`src/rtl/ea_former.sv`:
```
module ea_former (
  input  logic        clk,
  input  logic        rst_n,
  input  logic        in_valid,
  input  logic [2:0]  mode,
  input  logic [7:0]  opnd0,
  input  logic [7:0]  opnd1,
  input  logic [15:0] opnd_addr,
  input  logic [15:0] pc_next,
  input  logic [15:0] ix,
  input  logic [15:0] iy,
  input  logic        sel_y,
  input  logic        br_taken,
  output logic [15:0] ea,
  output logic        ea_valid,
  output logic        is_mem
);
  localparam logic [2:0] M_INH = 3'd0, M_IMM = 3'd1, M_DIR = 3'd2,
                         M_EXT = 3'd3, M_IDX = 3'd4, M_REL = 3'd5;

  logic [15:0] base, next_ea;
  logic        next_mem;

  assign base = sel_y ? iy : ix;

  always_comb begin
    next_ea  = 16'h0000;
    next_mem = 1'b0;
    case (mode)
      M_IMM: begin next_ea = opnd_addr;              next_mem = 1'b1; end
      M_DIR: begin next_ea = {8'h00, opnd0};         next_mem = 1'b1; end
      M_EXT: begin next_ea = {opnd0, opnd1};         next_mem = 1'b1; end
      M_IDX: begin next_ea = base + {8'h00, opnd0};  next_mem = 1'b1; end
      M_REL: next_ea = br_taken ? pc_next + {{8{opnd0[7]}}, opnd0} : pc_next;
      default: ;
    endcase
  end

  always_ff @(posedge clk) begin
    if (!rst_n) begin
      ea       <= 16'h0000;
      ea_valid <= 1'b0;
      is_mem   <= 1'b0;
    end else begin
      ea_valid <= in_valid;
      if (in_valid) begin
        ea     <= next_ea;
        is_mem <= next_mem;
      end
    end
  end

  assert_valid_follows_R1: assert property (@(posedge clk) disable iff (!rst_n)
    in_valid |=> ea_valid);
  assert_valid_drops_R1: assert property (@(posedge clk) disable iff (!rst_n)
    !in_valid |=> !ea_valid);
  assert_direct_page_R2: assert property (@(posedge clk) disable iff (!rst_n)
    (in_valid && mode == M_DIR) |=> (ea[15:8] == 8'h00 && is_mem));
  assert_fallthrough_R6: assert property (@(posedge clk) disable iff (!rst_n)
    (in_valid && mode == M_REL && !br_taken) |=> (ea == $past(pc_next) && !is_mem));
  assert_inherent_zero_R8: assert property (@(posedge clk) disable iff (!rst_n)
    (in_valid && (mode == M_INH || mode > M_REL)) |=> (ea == 16'h0000 && !is_mem));
  assert_hold_R11: assert property (@(posedge clk) disable iff (!rst_n)
    !in_valid |=> ($stable(ea) && $stable(is_mem)));
endmodule

```
`config.mk`:
```
export PLATFORM = sky130hd
export DESIGN_NAME = ea_former
export DESIGN_NICKNAME = d
export VERILOG_FILES = /design/src/rtl/ea_former.sv
export SDC_FILE = /design/constraint.sdc
export NUM_CORES = 1
export LEC_CHECK = 0
export BUFFER_PORTS_ARGS = -buffer_cell sky130_fd_sc_hd__buf_2
export CAP_MARGIN = 40
export CORE_AREA = 2 2 74 76
export CTS_CLUSTER_SIZE = 28
export DETAILED_ROUTE_END_ITERATION = 16
export DIE_AREA = 0 0 76 78
export GPL_TIMING_DRIVEN = 0
export PLACE_DENSITY_LB_ADDON = 0.25
export SLEW_MARGIN = 0
export SYNTH_ARGS = -nofsm -noshare
export SYNTH_HDL_FRONTEND = slang
export SYNTH_SLANG_ARGS = --single-unit
```
`constraint.sdc`:
```
create_clock -name clk -period 5.18 [get_ports clk]
set_input_delay 0.777 -clock clk [delete_from_list [all_inputs] [get_ports clk]]
set_output_delay 0.777 -clock clk [all_outputs]
set_load 0.02 [all_outputs]
```
==> reports/metrics.csv <==
metric;value;unit
antenna_left;0;
met1_usage;40.06;%
die_area;5928;um2
htree_levels;1;
syn_nets;458;
synth_flop_cell;dfxtp_1;
post_drt_wl_per_cell;16.79;um
portBuffers;104;
nNetsFinal;567;
slowest_delay;0.50;ns
busiest_layer;met2;
cts_buffer_depth;2;
post_cts_buffers;0;
total_power;571.9;uW
setup_violations;0;
fin_ws;1.309;ns
grt_max_degree;16;
async_reset_ff_share;0;%
clock_power_share;20.2;%
tns;0;ns
ir_worst_vdd;77.00;uV
cp_cell_sequence;buf_2 > buf_2 > buf_1 > mux2_2 > ha_1 > fa_1 > a21oi_1 > nor2_1 > o31a_1 > xor2_1 > a22o_1 > a21oi_1 > o21ai_1;
worst_pin_slew;0.6909;ns
p_comb_share;54.1;%
dp_hpwl;7.267;mm
p_seq_share;25.8;%
synth.avg_cell_area;7.881;um2
path_clk_slew;0.07;ns
synth_edf_count;0;
crit_buf_inv;3;
p_switching;223.7;uW
yosysMostFrequentCell;a21oi_1;
yosys.area.top_type;dfxtp_1;
ios;106;
max_slew_margin;53.69;%
met2_usage;49.82;%
num_rows;26;
cts_tree;done;
hold_violations;0;
grt_use_total;29.48;%
via_per_inst;5.948;
crit_family;compound AO/OA/AOI/OAI gates;
worst_clock_skew;0;ns
worst-setup-path-type;in2reg;
p_int;348.2;uW
yosysSeqAreaShare;13.25;%
post_cts_resize_count;0;
met3_usage;3.605;%
drcViolationCount;0;
place_ws;1.090;ns
drive_above_1_share;34.22;%
placeableCoreArea;5042;um2
fmaxAchievable;258.3;MHz
cp.arrival;4.01;ns
ys_top_cells_by_area;dfxtp_1, ha_1, mux2_2;
grt_setup_unrepaired;no;
endpoint_kind;flip-flop;
numCtsBuffers;3;
synth_area;2719;um2
yosys-top-cells-count;a21oi_1, nand2_1, o21ai_0;
floorplan.initialDensity;53.92;%
fillers;461;
cap_viol_max_count;0;
gp_congestion;0.9402;
period_minus_slack;3.871;ns
sw_frac_of_total;39.12;%
synth_top_area_share;13.25;%
gr-total-overflow;0;
final_cells;523;
wirelength;8.782;mm
grt_pass1_wl;14.17;mm
cts_hold_buf;0;
critPathRequiredTime;5.32;ns
finalMaxSlewViolations;0;
period_share;74.73;%
vias;3111;
cts_sinks;18;
synth_cell_types;69;
clockRootBuffer;clkbuf_8;
die_w;76;um
run_status;finished clean;
yosysWarningCount;0;
dr.first_iter.drc_count;250;
crit_path_start_kind;input pin;
dp.cells;519;
area_delta_synth_final;24.39;%
syn_inst;345;
leakagePower;0.001529;uW
hold_class;reg2reg;
drt-pass1-iter-count;7;
fp.dieH;78;um
antenna-diode-count;0;
power.density;169.1;nW/um2
antenna_found_initial;0;
grt_pass1_vias;2934;
synth_seq_cells;18;
crit_fanout;10;
clock_latency;0.25;ns
cpMaxStageDelayCell;buf_1;
==> state kept, by name (all words and copies together) (netlist names) <==
name      count
ea           16
ea_valid      1
is_mem        1
==> layer usage <==
layer / routed length, um / share of wire (%)
met1: 3987 / 45
met3: 606 / 6.9
met2: 4089 / 47
met4: 98 / 1.1
met5: 0 / 0
==> per-stage QoR <==
step | hold WS (ns) | util (%) | area, um2
after detailed placement | 0.4411 | 65.98 | 3327
after global placement | 0.4308 | 65.98 | 3327
after CTS | 0.4531 | 67.07 | 3382
after global routing | 0.4694 | 67.07 | 3382
after floorplan | 0.5238 | - | 2719
final | 0.4495 | 67.07 | 3382
==> path summary, 6_finish.rpt <==
path / end / cells past startpoint / startpoint / slack (ns)
setup / recovery: ea[10] / 13 / sel_y / 1.31
hold / removal: ea[10] / 2 / ea[10] / 0.45
setup reg to reg: ea[13] / 4 / ea[13] / 4.02
hold reg to reg: ea[10] / 2 / ea[10] / 0.45
==> layout make-up <==
type                    instances  area (um2)  share of cell area, %
plain buffers                  14       100.1                  2.960
clock buffers                   4       55.05                  1.628
inverters                       5       18.77                 0.5549
multi-input cells             308        2240                  66.22
flip-flops and latches         18       360.3                  10.65
well taps                      70       87.58                  2.590
repair buffers                104       520.5                  15.39
==> tightest hold or removal path, stage by stage (launching register included) <==
cell and delay (ns):
dfxtp_1 0.31, nand2_1 0.05, o21ai_1 0.05
==> layout by cell type, fill, tap and decap left out, drive strengths merged, types with 5 or more instances in the layout <==
| master | count |
|---|---|
| nor2 | 21 |
| a221oi | 5 |
| nor3 | 5 |
| clkbuf | 10 |
| o211ai | 7 |
| inv | 5 |
| nand2 | 33 |
| ha | 23 |
| buf | 112 |
| o21ai | 30 |
| nor2b | 12 |
| nand3 | 8 |
| and2 | 5 |
| mux2i | 6 |
| xnor2 | 12 |
| a21o | 7 |
| dfxtp | 18 |
| a21oi | 36 |
| xor2 | 11 |
| a22oi | 12 |
| a211oi | 6 |
| mux2 | 18 |
==> power groups by stage <==
stage	clock network (uW)	registers (uW)	logic [uW]
6_report	115	147	309
5_1_grt	123	148	338
4_1_cts	117	147	304
3_5_place_dp	0	151	302
3_3_place_gp	0	150	300
2_1_floorplan	0	158	197
==> kinds of logic after synthesis <==
logic type,share of synthesized area [%]
mux,9.664
simple gates,18.04
fa+ha+maj,12.06
buf+inv,4.371
xor+xnor,7.409
flops,13.25
compound gates,35.20
(Power assumes the default switching activity.)
